===== config.mk =====
export PLATFORM = sky130hd
export DESIGN_NAME = irq_vector_dispatch
export DESIGN_NICKNAME = d
export VERILOG_FILES = /design/src/rtl/irq_vector_dispatch.sv
export SDC_FILE = /design/constraint.sdc
export NUM_CORES = 2
export LEC_CHECK = 0
export ABC_AREA = 1
export BUFFER_PORTS_ARGS = -buffer_cell sky130_fd_sc_hd__clkbuf_2
export CORE_ASPECT_RATIO = 1.1
export CORE_MARGIN = 2
export CORE_UTILIZATION = 25
export DETAILED_ROUTE_END_ITERATION = 8
export PLACE_DENSITY = 0.36
export SYNTH_ARGS = -nofsm -noshare
export SYNTH_HDL_FRONTEND = slang
export SYNTH_SLANG_ARGS = --single-unit

===== constraint.sdc =====
create_clock -name clk -period 5.9 [get_ports clk]
set_input_delay 0.885 -clock clk [delete_from_list [all_inputs] [get_ports clk]]
set_output_delay 0.885 -clock clk [all_outputs]
set_load 0.05 [all_outputs]

===== src/rtl/irq_vector_dispatch.sv =====
module irq_vector_dispatch #(
  parameter int          NSRC    = 64,
  parameter int          NOUT    = 64,
  parameter logic [15:0] VERSION = 16'h0001,
  parameter logic [31:0] ID_WORD = 32'h0700_0000
) (
  input  logic            clk,
  input  logic            rst_n,
  input  logic [NSRC-1:0] pend_i,
  input  logic [NSRC-1:0] rise_evt_i,
  input  logic [NSRC-1:0] fall_evt_i,
  input  logic            bus_wr_i,
  input  logic [11:0]     bus_addr_i,
  input  logic [31:0]     bus_wdata_i,
  output logic [31:0]     bus_rdata_o,
  output logic [NOUT-1:0] irq_o
);
  localparam int IW = (NSRC > 1) ? $clog2(NSRC) : 1;
  localparam int OW = (NOUT > 1) ? $clog2(NOUT) : 1;
  localparam logic [63:0] SRC_ALL = (NSRC >= 64) ? {64{1'b1}} : ((64'd1 << NSRC) - 64'd1);

  logic [63:0] mask_q, en_q, pol_q, svc_q;
  logic [7:0]  vec_q   [NSRC];
  logic [7:0]  route_q [NSRC];
  logic [NOUT-1:0] irq_q, irq_nx;

  wire       in_words = bus_addr_i[11:8] == 4'h0;
  wire [5:0] wsel     = bus_addr_i[7:2];
  wire [7:0] tidx     = bus_addr_i[7:0];
  wire       t_ok     = 32'(tidx) < NSRC;
  wire       vec_wr   = bus_wr_i && bus_addr_i[11:8] == 4'h1 && t_ok;
  wire       rte_wr   = bus_wr_i && bus_addr_i[11:8] == 4'h2 && t_ok;

  logic [9:0] wr_w;
  always_comb
    for (int k = 0; k < 10; k++) wr_w[k] = bus_wr_i && in_words && wsel == 6'(k);

  wire mask_wr = wr_w[2] | wr_w[3];
  wire st_wr   = wr_w[6] | wr_w[7];

  function automatic logic [6:0] lowest(input logic [63:0] v);
    logic [6:0] r;
    r = '0;
    for (int i = 63; i >= 0; i--)
      if (v[i]) r = {1'b1, 6'(i)};
    return r;
  endfunction

  logic [63:0] mask_nx, svc_base, svc_nx;
  always_comb begin
    mask_nx = mask_q;
    if (wr_w[2]) mask_nx[31:0]  = bus_wdata_i;
    if (wr_w[3]) mask_nx[63:32] = bus_wdata_i;
    svc_base = svc_q;
    if (wr_w[6]) svc_base[31:0]  = bus_wdata_i;
    if (wr_w[7]) svc_base[63:32] = bus_wdata_i;
  end

  wire [63:0] unmasked = mask_q & ~mask_nx;
  wire [63:0] newmask  = ~mask_q & mask_nx;
  wire [63:0] dn_cand  = (64'(fall_evt_i) | newmask) & svc_base & SRC_ALL;
  wire [63:0] up_cand  = (64'(rise_evt_i) | unmasked) & 64'(pend_i) & ~mask_nx & SRC_ALL;
  wire [6:0]  dn = lowest(dn_cand);
  wire [6:0]  up = lowest(up_cand);
  wire [7:0]  dn_vec = vec_q[dn[IW-1:0]];
  wire [7:0]  up_vec = vec_q[up[IW-1:0]];

  always_comb begin
    svc_nx = svc_base;
    irq_nx = irq_q;
    if (dn[6]) begin
      svc_nx[dn[5:0]] = 1'b0;
      if (32'(dn_vec) < NOUT) irq_nx[dn_vec[OW-1:0]] = 1'b0;
    end
    if (up[6]) begin
      svc_nx[up[5:0]] = 1'b1;
      if (32'(up_vec) < NOUT) irq_nx[up_vec[OW-1:0]] = 1'b1;
    end
  end

  always_ff @(posedge clk or negedge rst_n) begin
    if (!rst_n) begin
      mask_q <= '1;
      en_q   <= '0;
      pol_q  <= '0;
      svc_q  <= '0;
      irq_q  <= '0;
    end else begin
      mask_q <= mask_nx;
      svc_q  <= svc_nx;
      irq_q  <= irq_nx;
      if (wr_w[4]) en_q[31:0]   <= bus_wdata_i;
      if (wr_w[5]) en_q[63:32]  <= bus_wdata_i;
      if (wr_w[8]) pol_q[31:0]  <= bus_wdata_i;
      if (wr_w[9]) pol_q[63:32] <= bus_wdata_i;
    end
  end

  always_ff @(posedge clk or negedge rst_n) begin
    if (!rst_n) begin
      for (int i = 0; i < NSRC; i++) begin
        vec_q[i]   <= 8'h00;
        route_q[i] <= 8'h01;
      end
    end else begin
      for (int i = 0; i < NSRC; i++) begin
        if (vec_wr && tidx == 8'(i)) vec_q[i]   <= bus_wdata_i[7:0];
        if (rte_wr && tidx == 8'(i)) route_q[i] <= bus_wdata_i[7:0];
      end
    end
  end

  wire [63:0] status = svc_q & ~mask_q;

  always_comb begin
    bus_rdata_o = '0;
    unique case (bus_addr_i[11:8])
      4'h0: case (wsel)
        6'd0: bus_rdata_o = ID_WORD;
        6'd1: bus_rdata_o = {16'(NSRC - 1), VERSION};
        6'd2: bus_rdata_o = mask_q[31:0];
        6'd3: bus_rdata_o = mask_q[63:32];
        6'd4: bus_rdata_o = en_q[31:0];
        6'd5: bus_rdata_o = en_q[63:32];
        6'd6: bus_rdata_o = status[31:0];
        6'd7: bus_rdata_o = status[63:32];
        6'd8: bus_rdata_o = pol_q[31:0];
        6'd9: bus_rdata_o = pol_q[63:32];
        default: bus_rdata_o = '0;
      endcase
      4'h1: if (t_ok) bus_rdata_o = {24'd0, vec_q[tidx[IW-1:0]]};
      4'h2: if (t_ok) bus_rdata_o = {24'd0, route_q[tidx[IW-1:0]]};
      default: bus_rdata_o = '0;
    endcase
  end

  assign irq_o = irq_q;
endmodule


# Word-level counts from Yosys, hierarchy flattened
# Cells that the tools add are included.
[classes]
bitwise = 19
n_lt_le_gt_ge = 14
muxes = 162
reduce_logical = 148
eq_ne = 74
[ops]
columns = ["cell", "count"]
rows = [
  ["$mux W7", 128],
  ["$and A64 B64 Y64", 8],
  ["$mux W64", 6],
  ["$pmux W32 S10", 1],
  ["$eq A8 B6 Y1 const B", 32],
  ["$not A64 Y64", 4],
  ["$or A64 B64 Y64", 4],
  ["$bmux W8 S6", 4],
  ["$logic_and A1 B1 Y1", 145],
  ["$eq A8 B5 Y1 const B", 16],
  ["$mux W32", 4],
  ["$pmux W32 S3", 1],
  ["$mux W8", 10],
  ["$eq A8 B4 Y1 const B", 8],
  ["$eq A8 B3 Y1 const B", 4],
  ["$lt A6 B7 Y1 const B", 4],
  ["$demux W1 S6", 4],
  ["$eq A6 B3 Y1 const B", 4],
  ["$ge A6 B1 Y1 const B", 4],
  ["$lt A8 B7 Y1 const B", 3],
  ["$ge A7 B7 Y1 const B", 3],
  ["$not A6 Y7", 3],
  ["$eq A8 B2 Y1 const B", 2],
  ["$eq A6 B2 Y1 const B", 2],
  ["9 further kinds", 13],
]
[word_totals]
word_cells = 552
out_inout_bits = 96
register_bits = 1344

# Longest topological paths before layout
[logic_depth]
ltp_word = 86
ltp_mapped = 89
mapped_depth_nobuf = 86

# Worst setup path after synthesis
# OpenSTA, ideal clock, no wires.
[synth_timing]
path_kind = "input to register"
startpoint = "input port bus_addr_i[11]"
endpoint = "register irq_q[22], in the netlist irq_o[22]"
t_required_ns = 5.835
arrival_time_ns = 6.294
cell_stages = 64
path_slack_ns = -0.459
path_cell_list = "nor2_1 nand3_2 clkinv_2 nand2_1 buf_4 buf_4 buf_6 buf_6 buf_6 buf_4 buf_4 buf_2 buf_2 a21oi_1 o211ai_1 nand2_1 nand2_1 nand2_1 [28 not listed] nand2_1 nand2_1 nand2_1 nand2_4 nand2_4 buf_6 buf_2 nand3_1 nand2_1 nor3_1 nand2_1 nand2_1 nand2_1 nor2_1 nand2_4 nor2_4 nand2_1 nand2_1"
[synth_via]
elab_chain_len = 86
elab_cells_between_ends = 173
cone_classes = "6 x order compare; 146 x mux; 13 x bitwise; 8 x reduce/logical"
[synth_lines]
columns = ["item", "line_no", "text"]
rows = [
  ["start, declared", "13", "input logic [11:0] bus_addr_i,"],
  ["$logic_not A4 Y1 (*)", "27", "wire in_words = bus_addr_i[11:8] == 4'h0;"],
  ["$logic_and A1 B1 Y1 (*)", "36", "for (int k = 0; k < 10; k++) wr_w[k] = bus_wr_i && in_words && wsel == 6'(k);"],
  ["$logic_and A1 B1 Y1", "36", ""],
  ["$mux W32", "53", "if (wr_w[3]) mask_nx[63:32] = bus_wdata_i;"],
  ["$and A64 B64 Y64", "60", "wire [63:0] newmask = ~mask_q & mask_nx;"],
  ["$or A64 B64 Y64", "61", "wire [63:0] dn_cand = (64'(fall_evt_i) | newmask) & svc_base & SRC_ALL;"],
  ["$and A64 B64 Y64", "61", ""],
  ["$mux W7 (64 in a row)", "45", "if (v[i]) r = {1'b1, 6'(i)};"],
  ["[8 not listed]", "-", ""],
  ["$not A64 Y64 (no line)", "-", ""],
  ["$and A64 B64 Y64 (no line)", "-", ""],
  ["$mux W64", "73", "if (32'(dn_vec) < NOUT) irq_nx[dn_vec[OW-1:0]] = 1'b0;"],
  ["$mux W64", "71", "if (dn[6]) begin"],
  ["$or A64 B64 Y64 (no line)", "-", ""],
  ["$mux W64", "77", "if (32'(up_vec) < NOUT) irq_nx[up_vec[OW-1:0]] = 1'b1;"],
  ["$mux W64 (*)", "75", "if (up[6]) begin"],
  ["named net irq_nx[22]", "25", "logic [NOUT-1:0] irq_q, irq_nx;"],
  ["end signal, assigned", "91", "irq_q <= irq_nx;"],
  ["end, declared", "25", ""],
]
# The timed path passes the listed nets; every way through them passes the cells marked *. The select of a mux whose other input is x is not followed.
# A chain may end at the register's enable or synchronous reset.

# Final worst setup path
[layout_timing]
startpoint = "input port bus_addr_i[7]"
endpoint = "register irq_q[53], in the netlist irq_o[53]"
[layout_via]
elab_chain_len = 85
elab_cells_between_ends = 175
cone_classes = "6 x order compare; 4 x eq/ne; 146 x mux; 13 x bitwise; 6 x reduce/logical"
[layout_lines]
columns = ["item", "line_no", "text"]
rows = [
  ["$eq A6 B2 Y1", "36", ""],
  ["$logic_and A1 B1 Y1", "36", ""],
  ["$mux W32", "53", ""],
  ["$and A64 B64 Y64", "60", ""],
  ["$or A64 B64 Y64", "61", ""],
  ["$and A64 B64 Y64", "61", ""],
  ["$mux W7 (64 in a row)", "45", ""],
  ["$not A6 Y7 (not written as such)", "65", "wire [7:0] dn_vec = vec_q[dn[IW-1:0]];"],
  ["[7 not listed]", "-", ""],
  ["$not A64 Y64 (no line)", "-", ""],
  ["$and A64 B64 Y64 (no line)", "-", ""],
  ["$mux W64", "73", ""],
  ["$mux W64", "71", ""],
  ["$or A64 B64 Y64 (no line)", "-", ""],
  ["$mux W64", "77", ""],
  ["$mux W64 (*)", "75", ""],
  ["named net irq_nx[53]", "25", ""],
]
# Marks and branches as above.

==> reports/metrics.cfg <==
[run_status]
outcome=complete, but fails checks
violations=negative setup slack

[synth]
synth_top_family_by_area=simple AND/OR/NAND/NOR gates
async_flop_share_pct=100
synth_edf_count=0
avgSynthCellArea_um2=7.55
synth_compound_area_share_pct=20.3
synthesis.area_um2=72800
synth_cell_type_count=54
yosys_most_used_dff=dfrtp_1
syn-num-nets=9882
yosysSeqAreaShare_pct=46.4
synthCells=9643
yosys_warnings=0
synth-simple-area-share_pct=25.7
synth-seq-cells=1344
synth_xor_area_share_pct=0
yosys-mux-area-fraction_pct=0
synth_fa_ha_area_share_pct=0

[route]
final_antenna_net_count=0
dr.first_iter.drc_count=8937
drc=0
wl_per_cell_um=28.7
routed_wl_um=418000
via_per_inst=5.33
vias=77600
first_pass_iters=8

[sta]
layout_setup_ws_ps=-1450
worst_slew_pin_slew_ps=1170
finalSetupTns_ps=-105260
hold_viol_final=0
fin_crit_ps=7350
min_period_over_period_pct=125
grt_setup_unrepaired=yes
drv_slew=0
fin_worst_skew_ps=87.1
relSlewSlack_pct=21.9
final-setup-viol-count=127
fmax_ghz=0.136

[power_and_ir_drop]
power.switching_mw=11.4
pwr-share-seq_pct=31.6
combPwrFrac_pct=32.6
internal-power_mw=19.6
leakagePower_nw=42.1
irDropWorstVdd_uv=338
p_per_area_nw_per_um2=324
sw_frac_of_total_pct=36.9
clkPwrFrac_pct=35.8

[placed_design]
dp_worst_setup_slack_ps=-3180
place_congestion=0.958
numPortBuffers=334
hpwl_um=293000

[grt]
antenna_found_initial=14
grt_max_degree=139
grt_pass1_wl_um=585000
grt.total_usage_pct=27.2
first_global_vias=74000
overflow=0

[worst_setup_path]
r2r_cells=83
critPathSlowestCell=nor2_4
cp-end-kind=register
crit_top_cell=nand2_1
worstPathArrival_ps=8130
crit_required_ps=6680
max_stage_delay_ps=270
worst-setup-path-type=input pin to register
worst-path-max-fanout=7
startpoint_type=input pin

[floorplan]
die_area_um2=295000
io_pins=335
core-area_um2=289000
initial_utilization_pct=25.1
fp.dieH_um=570
fp-row-count=207
dieWidth_um=518

[hold_path]
hold_path_depth=3
hold_class=input pin to register

[flow_run]
drv_cap=0

[clock_tree]
cts_tree=built
clock_sinks=1344
cts_buffers=177
clockBufferDepth=4
clk_latency_ps=930
root_buffer=clkbuf_16
htreeDepth=4
path_clk_slew_ps=60

[final_layout]
drive_gt1_share_pct=21.8
register_area_um2=33800
multiInputGateArea_um2=35500
fillers=30900
area_delta_synth_final_pct=31.7
num-nets-final=10800

## layer usage
metal	up-vias	share of wire (%)	track usage (%)
li1	34800	-	-
met1	38400	44	37.1
met2	3571	45	42.8
met3	708	6.6	3.64
met4	4	5.1	12.1
met5	-	0.0055	0
## final timing paths
kind / end / slack (ps) / startpoint
max in group asynchronous: irq_o[23] / 3490 / rst_n
max reg2reg: irq_o[53] / -1380 / mask_q[61]
min in group asynchronous: pol_q[58] / 560 / rst_n
min reg2reg: irq_o[19] / 480 / irq_o[19]
max: irq_o[53] / -1450 / bus_addr_i[7]
min: mask_q[60] / 280 / bus_wdata_i[28]
## stage by stage
step / cells / utilization [%] / instance area (um2) / total power, mW / hold WS, ps
final: 14600 / 33.1 / 95800 / 31.1 / 282
after global routing: 14600 / 33.1 / 95800 / 32.1 / 267
after CTS: 14500 / 32.5 / 94000 / 30.4 / 236
after detailed placement: 14100 / 29.8 / 86100 / 18.6 / 466
after global placement: 14100 / 29.8 / 86100 / 18.6 / 466
after floorplan: 9643 / - / 72900 / 13.9 / 449
## cells in the mapped netlist, types with 41 or more instances
library cell | n | area (um2)
nor2_1 | 565 | 2120
nand2_1 | 2599 | 9760
clkbuf_1 | 562 | 2110
a21oi_1 | 221 | 1110
buf_1 | 62 | 233
buf_2 | 65 | 325
nor3_1 | 81 | 405
nand4_1 | 330 | 2060
nand3_1 | 614 | 3070
a22oi_1 | 375 | 2820
dfrtp_1 | 1216 | 30400
dfstp_2 | 128 | 3360
o21ai_1 | 47 | 235
o221ai_1 | 41 | 359
o211ai_1 | 71 | 533
o22ai_1 | 138 | 863
inv_1 | 594 | 2230
nand3b_1 | 70 | 526
o21ai_0 | 1570 | 7860
## area by class of cell
class                           instances  share of cell area, %
Multi-Input combinational cell       6944                   37.1
Sequential cell                      1344                   35.3
Timing Repair Buffer                 1466                   14.0
Clock buffer                          254                   5.29
Tap cell                             3866                   5.05
Inverter                              624                   2.54
Clock inverter                         59                  0.743
Antenna cell                            7                 0.0183
## worst max-delay path: cells and delay by family
kind	cells	cell delay, ps
AOI/OAI and AO/OA	2	290
buffers and inverters	8	1170
and+or+nand+nor	78	5730
## cell usage in the layout (no fill, tap or decap), types with 16 or more instances in the layout
cell       instances
o211ai_1          71
buf_16            18
o21ai_0         1480
o21ai_1           88
o22ai_1          138
nand3_4           20
o221ai_1          41
clkinv_1          17
dfrtp_1         1216
buf_12           171
nand4_1          330
nor2_1           491
nand2_2          136
nor4_1            34
clkbuf_1          44
clkbuf_8          33
a21oi_1          217
o21ai_2           44
buf_6             71
nand3b_1          70
clkbuf_16        193
clkinv_2          33
inv_2             18
nand2_4           46
inv_1            570
dfstp_2          128
nor2_4            76
buf_4            856
clkbuf_2         314
a221oi_1          36
nor3_1            74
a22oi_1          375
nand2_1         2418
nor2_2            34
a41oi_1           23
nand3_1          572
buf_8             16
nand3_2           26
## repair_timing
action | in CTS | in global routing
hold buffers | 1 | 0
endpoints found under the setup margin | 129 | 128
cloned | 14 | 14
gates resized for setup | 349 | 383
setup buffers | 49 | 42
pin swaps | 74 | 201
hold endpoints to repair | 5 | 0
## sequential cells by signal, summed over array words and instances (netlist names)
register,count
route_q,512
vec_q,512
en_q,64
irq_o,64
mask_q,64
pol_q,64
svc_q,64
## cell families after synthesis
logic type	after synthesis
and+or+nand+nor	4358
DFF	1344
buffers and inverters	1357
AOI/OAI and AO/OA	2584
## power by group through the flow
| stage | logic [mW] | registers (mW) | clock network (mW) |
|---|---|---|---|
| 4_1_cts | 9.22 | 9.82 | 11.4 |
| 3_3_place_gp | 8.61 | 9.99 | 0 |
| 5_1_grt | 10.5 | 9.84 | 11.8 |
| 3_5_place_dp | 8.58 | 9.98 | 0 |
| 6_report | 10.1 | 9.81 | 11.1 |
| 2_1_floorplan | 3.29 | 10.6 | 0 |
Power figures use the tool's default switching activity.
